### src/rtl/trig_pkg.sv
package trig_pkg;

  localparam int P_LD    = 0;
  localparam int P_ST    = 1;
  localparam int P_EXE   = 2;
  localparam int P_PRIV  = 3;
  localparam int P_MATCH = 7;
  localparam int P_CHAIN = 11;
  localparam int P_ACT   = 12;
  localparam int P_TIM   = 18;
  localparam int P_SEL   = 19;
  localparam logic [3:0] TRIG_TYPE = 4'd2;

  typedef struct packed {
    logic       dbg_own;
    logic       sel_data;
    logic       timing;
    logic [5:0] action;
    logic       chain;
    logic [3:0] mode;
    logic [3:0] priv_en;
    logic       exe_en;
    logic       st_en;
    logic       ld_en;
  } trig_ctl_t;

  function automatic logic [63:0] pack_ctl(trig_ctl_t c, int xw);
    logic [63:0] w;
    w = '0;
    w[P_LD]                = c.ld_en;
    w[P_ST]                = c.st_en;
    w[P_EXE]               = c.exe_en;
    w[P_PRIV +: 4]         = c.priv_en;
    w[P_MATCH +: 4]        = c.mode;
    w[P_CHAIN]             = c.chain;
    w[P_ACT +: 6]          = c.action;
    w[P_TIM]               = c.timing;
    w[P_SEL]               = c.sel_data;
    w                      = w | (64'(c.dbg_own) << (xw - 5));
    w                      = w | (64'(TRIG_TYPE) << (xw - 4));
    return w;
  endfunction

  function automatic trig_ctl_t unpack_ctl(logic [63:0] w, int xw);
    trig_ctl_t c;
    logic [63:0] sh;
    sh         = w >> (xw - 5);
    c.dbg_own  = sh[0];
    c.sel_data = w[P_SEL];
    c.timing   = w[P_TIM];
    c.action   = w[P_ACT +: 6];
    c.chain    = w[P_CHAIN];
    c.mode     = w[P_MATCH +: 4];
    c.priv_en  = w[P_PRIV +: 4];
    c.exe_en   = w[P_EXE];
    c.st_en    = w[P_ST];
    c.ld_en    = w[P_LD];
    return c;
  endfunction

  function automatic trig_ctl_t settle_timing(trig_ctl_t c);
    trig_ctl_t r;
    r = c;
    if (c.exe_en) r.timing = 1'b0;
    return r;
  endfunction

endpackage

### src/rtl/trig_slot.sv
module trig_slot
  import trig_pkg::*;
#(
  parameter int XLEN = 32
) (
  input  logic            clk,
  input  logic            rst_n,
  input  logic            wr_ctl,
  input  logic            wr_cmp,
  input  trig_ctl_t       ctl_in,
  input  logic [XLEN-1:0] cmp_in,
  output trig_ctl_t       ctl_q,
  output logic [XLEN-1:0] cmp_q
);

  always_ff @(posedge clk) begin
    if (!rst_n) begin
      ctl_q <= '0;
      cmp_q <= '0;
    end else begin
      if (wr_ctl) ctl_q <= ctl_in;
      if (wr_cmp) cmp_q <= cmp_in;
    end
  end

endmodule

### src/rtl/trig_any.sv
module trig_any #(
  parameter int NUM_TRIG = 4
) (
  input  logic [NUM_TRIG-1:0] exe_vec,
  input  logic [NUM_TRIG-1:0] ld_vec,
  input  logic [NUM_TRIG-1:0] st_vec,
  output logic                any_exe,
  output logic                any_ld,
  output logic                any_st
);

  assign any_exe = |exe_vec;
  assign any_ld  = |ld_vec;
  assign any_st  = |st_vec;

endmodule

### src/rtl/trig_bank.sv
module trig_bank
  import trig_pkg::*;
#(
  parameter int          NUM_TRIG = 4,
  parameter int          XLEN     = 32,
  parameter logic [11:0] A_SEL    = 12'h7A0,
  parameter logic [11:0] A_CTL    = 12'h7A1,
  parameter logic [11:0] A_CMP    = 12'h7A2,
  parameter logic [11:0] A_AUX    = 12'h7A3
) (
  input  logic            clk,
  input  logic            rst_n,
  input  logic [11:0]     csr_addr,
  input  logic            csr_we,
  input  logic [XLEN-1:0] csr_wdata,
  output logic [XLEN-1:0] csr_rdata,
  input  logic            dbg_mode,
  output logic            chk_fetch,
  output logic            chk_load,
  output logic            chk_store,
  output logic            flush_pulse
);

  localparam int SELW = (NUM_TRIG > 1) ? $clog2(NUM_TRIG) : 1;

  logic [SELW-1:0]      tsel_q;
  trig_ctl_t            ctl_q [NUM_TRIG];
  logic [XLEN-1:0]      cmp_q [NUM_TRIG];
  logic [NUM_TRIG-1:0]  exe_vec, ld_vec, st_vec;

  // Named internal events
  logic            sel_in_range;
  trig_ctl_t       cur_ctl;
  logic [XLEN-1:0] cur_cmp;
  logic            wr_locked;
  logic            sel_wr_ok;
  logic            d1_wr_ok;
  logic            d1_wr_blocked;
  logic            d2_wr_ok;
  trig_ctl_t       new_ctl;
  logic [XLEN-1:0] d1_view;

  assign sel_in_range = (32'(tsel_q) < NUM_TRIG);
  assign cur_ctl      = sel_in_range ? ctl_q[tsel_q] : '0;
  assign cur_cmp      = sel_in_range ? cmp_q[tsel_q] : '0;
  assign wr_locked    = cur_ctl.dbg_own & ~dbg_mode;

  assign sel_wr_ok     = csr_we && (csr_addr == A_SEL) && (csr_wdata < XLEN'(NUM_TRIG));
  assign d1_wr_ok      = csr_we && (csr_addr == A_CTL) && sel_in_range && !wr_locked;
  assign d1_wr_blocked = csr_we && (csr_addr == A_CTL) && wr_locked;
  assign d2_wr_ok      = csr_we && (csr_addr == A_CMP) && sel_in_range && !wr_locked;

  assign new_ctl = settle_timing(unpack_ctl(64'(csr_wdata), XLEN));
  assign d1_view = sel_in_range ? XLEN'(pack_ctl(cur_ctl, XLEN)) : '0;

  always_ff @(posedge clk) begin
    if (!rst_n) tsel_q <= '0;
    else if (sel_wr_ok) tsel_q <= SELW'(csr_wdata);
  end

  for (genvar gi = 0; gi < NUM_TRIG; gi++) begin : g_slot
    logic hit;
    assign hit = (32'(tsel_q) == gi);
    trig_slot #(.XLEN(XLEN)) u_slot (
      .clk    (clk),
      .rst_n  (rst_n),
      .wr_ctl (d1_wr_ok && hit),
      .wr_cmp (d2_wr_ok && hit),
      .ctl_in (new_ctl),
      .cmp_in (csr_wdata),
      .ctl_q  (ctl_q[gi]),
      .cmp_q  (cmp_q[gi])
    );
    assign exe_vec[gi] = ctl_q[gi].exe_en;
    assign ld_vec[gi]  = ctl_q[gi].ld_en;
    assign st_vec[gi]  = ctl_q[gi].st_en;
  end

  trig_any #(.NUM_TRIG(NUM_TRIG)) u_any (
    .exe_vec (exe_vec),
    .ld_vec  (ld_vec),
    .st_vec  (st_vec),
    .any_exe (chk_fetch),
    .any_ld  (chk_load),
    .any_st  (chk_store)
  );

  always_ff @(posedge clk) begin
    if (!rst_n) flush_pulse <= 1'b0;
    else        flush_pulse <= d1_wr_ok;
  end

  always_comb begin
    unique case (csr_addr)
      A_SEL:   csr_rdata = XLEN'(tsel_q);
      A_CTL:   csr_rdata = d1_view;
      A_CMP:   csr_rdata = cur_cmp;
      default: csr_rdata = '0;
    endcase
  end

endmodule

### config.mk
export PLATFORM = sky130hd
export DESIGN_NAME = trig_bank
export DESIGN_NICKNAME = d
export VERILOG_FILES = /design/src/rtl/trig_pkg.sv /design/src/rtl/trig_slot.sv /design/src/rtl/trig_any.sv /design/src/rtl/trig_bank.sv
export SDC_FILE = /design/constraint.sdc
export NUM_CORES = 1
export LEC_CHECK = 0
export BUFFER_PORTS_ARGS = -buffer_cell sky130_fd_sc_hd__buf_2
export CAP_MARGIN = 20
export CORE_ASPECT_RATIO = 1.1
export CORE_MARGIN = 2
export CORE_UTILIZATION = 60
export CTS_CLUSTER_DIAMETER = 40
export DETAILED_ROUTE_END_ITERATION = 8
export PLACE_DENSITY = 0.82
export SLEW_MARGIN = 10
export SYNTH_ARGS = -nofsm -noshare
export SYNTH_HDL_FRONTEND = slang
export SYNTH_SLANG_ARGS = --single-unit
### constraint.sdc
create_clock -name clk -period 2.3 [get_ports clk]
set_input_delay 0.345 -clock clk [delete_from_list [all_inputs] [get_ports clk]]
set_output_delay 0.345 -clock clk [all_outputs]
set_load 0.01 [all_outputs]
==> impl_metrics.tcl <==
set metrics [dict create \
    status "finished, violations left" \
    violations "setup timing" \
    gp_congestion 0.8071 \
    power.switching_mw 1.970 \
    clkPwrFrac_pct 53.8 \
    die_h_um 137.8 \
    clockRootBuffer "clkbuf_16" \
    syn_area_um2 9759 \
    layout-drive-gt1-share_pct 30.37 \
    grt_max_degree 47 \
    period_share_pct 105.3 \
    tightest_slew_ns 0.6480 \
    io_pins 84 \
    hp-class "in2reg" \
    start_util_pct 61.79 \
    finalSetupViolations 32 \
    tns_ns -1.845 \
    irDropWorstVdd_mv 0.6841 \
    ys_types 34 \
    arrival_ns 2.08 \
    post-dp-hpwl_um 16010 \
    holdBufCountCts 0 \
    postSynthCellCount 929 \
    synth_seq_cells 215 \
    grt_usage_pct 31.59 \
    h-tree-depth 1 \
    critPathKind "reg2out" \
    synth-seq-area-share_pct 44.10 \
    ys_top_cells_by_area "dfxtp_1 (44%), mux2i_1 (22%), mux4_2 (12%)" \
    synth_ff_type "dfxtp_1" \
    avgViaCountPerCell 6.311 \
    clock_latency_ns 0.54 \
    post-route-min-period_ns 2.422 \
    rsz0062_at_grt "true" \
    path_max_fanout 5 \
    fin_hold_ws_ns 0.1395 \
    synth-warning-count 0 \
    finalHoldViolations 0 \
    p_leak_nw 5.181 \
    synth_area_per_cell_um2 10.51 \
    p_per_area_nw_per_um2 711.3 \
    end_kind "output port" \
    wl_per_cell_um 22.97 \
    maxCapViolCount 0 \
    grt_pass1_wl_um 43010 \
    syn2layout_area_growth_pct 25.14 \
    synth.largest_area_cell "dfxtp_1" \
    synth_top_area_share_pct 44.10 \
    io_buffers 83 \
    ant_nets 0 \
    rows 48 \
    synthArstFlopShare_pct 0 \
    place_area_um2 10500 \
    fmax_ghz 0.4130 \
    seqPwrFrac_pct 42.8 \
    core_um2 15800 \
    firstDrtPassIters 5 \
    drc 0 \
    die_width_um 125.6 \
    antenna_found_initial 0 \
    synth-edff-count 0 \
    wl_um 28880 \
    dieArea_um2 17300 \
    grt_pass1_vias 8177 \
    layout_setup_ws_ns -0.1216 \
    comb_power_share_pct 3.4 \
    path_clk_slew_ns 0.06 \
    final_cell_area_um2 12210 \
    syn_nets 977 \
    cts.sinks 215 \
    cts_tree "yes" \
    startpoint_type "flop" \
    vias 7933 \
    nNetsFinal 1085 \
    numCtsBuffers 29 \
    clockBufferDepth 3 \
    p_int_mw 6.717 \
    overflow 0 \
    cp.required_ns 1.96 \
    worst_clock_skew_ns 0.01689 \
    diodes 0 \
    switching_share_pct 22.68 \
    final_util_pct 77.32 \
    final_max_slew_viol_count 0 \
    relSlewSlack_pct 56.40 \
    drt_iter0_drc 702 \
    place_ws_ns 0.1705 \
]
## power by group through the flow
stage	Combinational [mW]	Sequential [mW]	Clock (mW)
detailed placement	0.272	3.80	0
floorplan	0.135	3.81	0
CTS	0.279	3.72	4.65
global route	0.306	3.72	4.84
finish	0.293	3.72	4.67
global placement	0.271	3.80	0
## state kept, by name, summed over array words and instances (netlist names)
signal / cells
g_slot.u_slot.cmp_q: 128
g_slot.u_slot.ctl_q: 84
tsel_q: 2
flush_pulse: 1
## layout by cell type (no fill, tap or decap), types with 3 or more instances in the layout
master / count
and3_1: 6
and3_4: 4
buf_12: 14
buf_16: 3
buf_2: 64
buf_4: 42
buf_6: 26
bufinv_16: 5
clkbuf_16: 29
clkinv_2: 6
clkinv_4: 4
dfxtp_1: 213
inv_1: 3
mux2i_1: 215
mux4_2: 51
nand2_1: 254
nand2_2: 17
nand3_1: 13
nand3_2: 25
nand4_1: 3
nand4_4: 3
nor2_1: 3
nor4_1: 10
nor4_4: 4
or4_1: 3
## cell usage after synthesis, types with 4 or more instances
| library cell | number |
|---|---|
| and3_1 | 10 |
| buf_2 | 16 |
| buf_4 | 17 |
| buf_6 | 4 |
| clkbuf_1 | 38 |
| dfxtp_1 | 215 |
| mux2i_1 | 217 |
| mux4_2 | 51 |
| nand2_1 | 271 |
| nand3_1 | 38 |
| nor2_1 | 4 |
| nor4_1 | 10 |
## area by class of cell
type | count | area [um2]
clock buffer | 32 | 747.0
clock inverter | 19 | 256.5
fill | 926 | 3582
inverter | 3 | 11.26
multi-input combinational | 636 | 5290
sequential | 215 | 4312
tap | 200 | 250.2
timing repair buffer | 152 | 1346
## per-stage QoR
step,std cells,power [mW]
floorplan,929,3.942
global route,1257,8.864
detailed placement,1181,4.076
finish,1257,8.687
global placement,1181,4.074
CTS,1250,8.647
## worst paths after layout
path                                                  from                    endpoint  slack (ns)  cells after the start
worst max-delay path                             tsel_q[1]               csr_rdata[27]       -0.12                      6
worst min-delay path                                csr_we                 flush_pulse        0.14                      3
worst max register to register                   tsel_q[0]   g_slot[0].u_slot.cmp_q[9]        0.04                      7
worst min register to register  g_slot[0].u_slot.cmp_q[16]  g_slot[0].u_slot.cmp_q[16]        0.46                      2
## per-layer routing
metal / global-route usage, % / wire, um / vias up
li1: - / - / 3490
met1: 37.04 / 10770 / 3889
met2: 55.23 / 14560 / 420
met3: 4.971 / 1903 / 134
met4: 18.52 / 1640 / 0
met5: 0 / 0 / -
## cells by family after synthesis
| kind of cell | after synthesis | share of synthesized area [%] |
|---|---|---|
| AND/OR/NAND/NOR | 357 | 16.78 |
| multiplexers | 269 | 34.14 |
| flip-flops | 215 | 44.10 |
| buffers and inverters | 78 | 4.167 |
| AO/OA/AOI/OAI | 10 | 0.8076 |
## timing repair
action	CTS	global route
gates resized for setup	73	18
setup buffers	12	9
setup endpoints to repair	32	71
pin swaps	42	14
cloned	6	1
## critical path, stage by stage, from the launching register on
cell     delay, ns
dfxtp_4       0.41
buf_6         0.14
buf_6         0.13
mux4_2        0.55
nand3_2       0.11
o21ai_2       0.06
buf_2         0.14
Note: power is estimated with default switching activity, not from simulation.
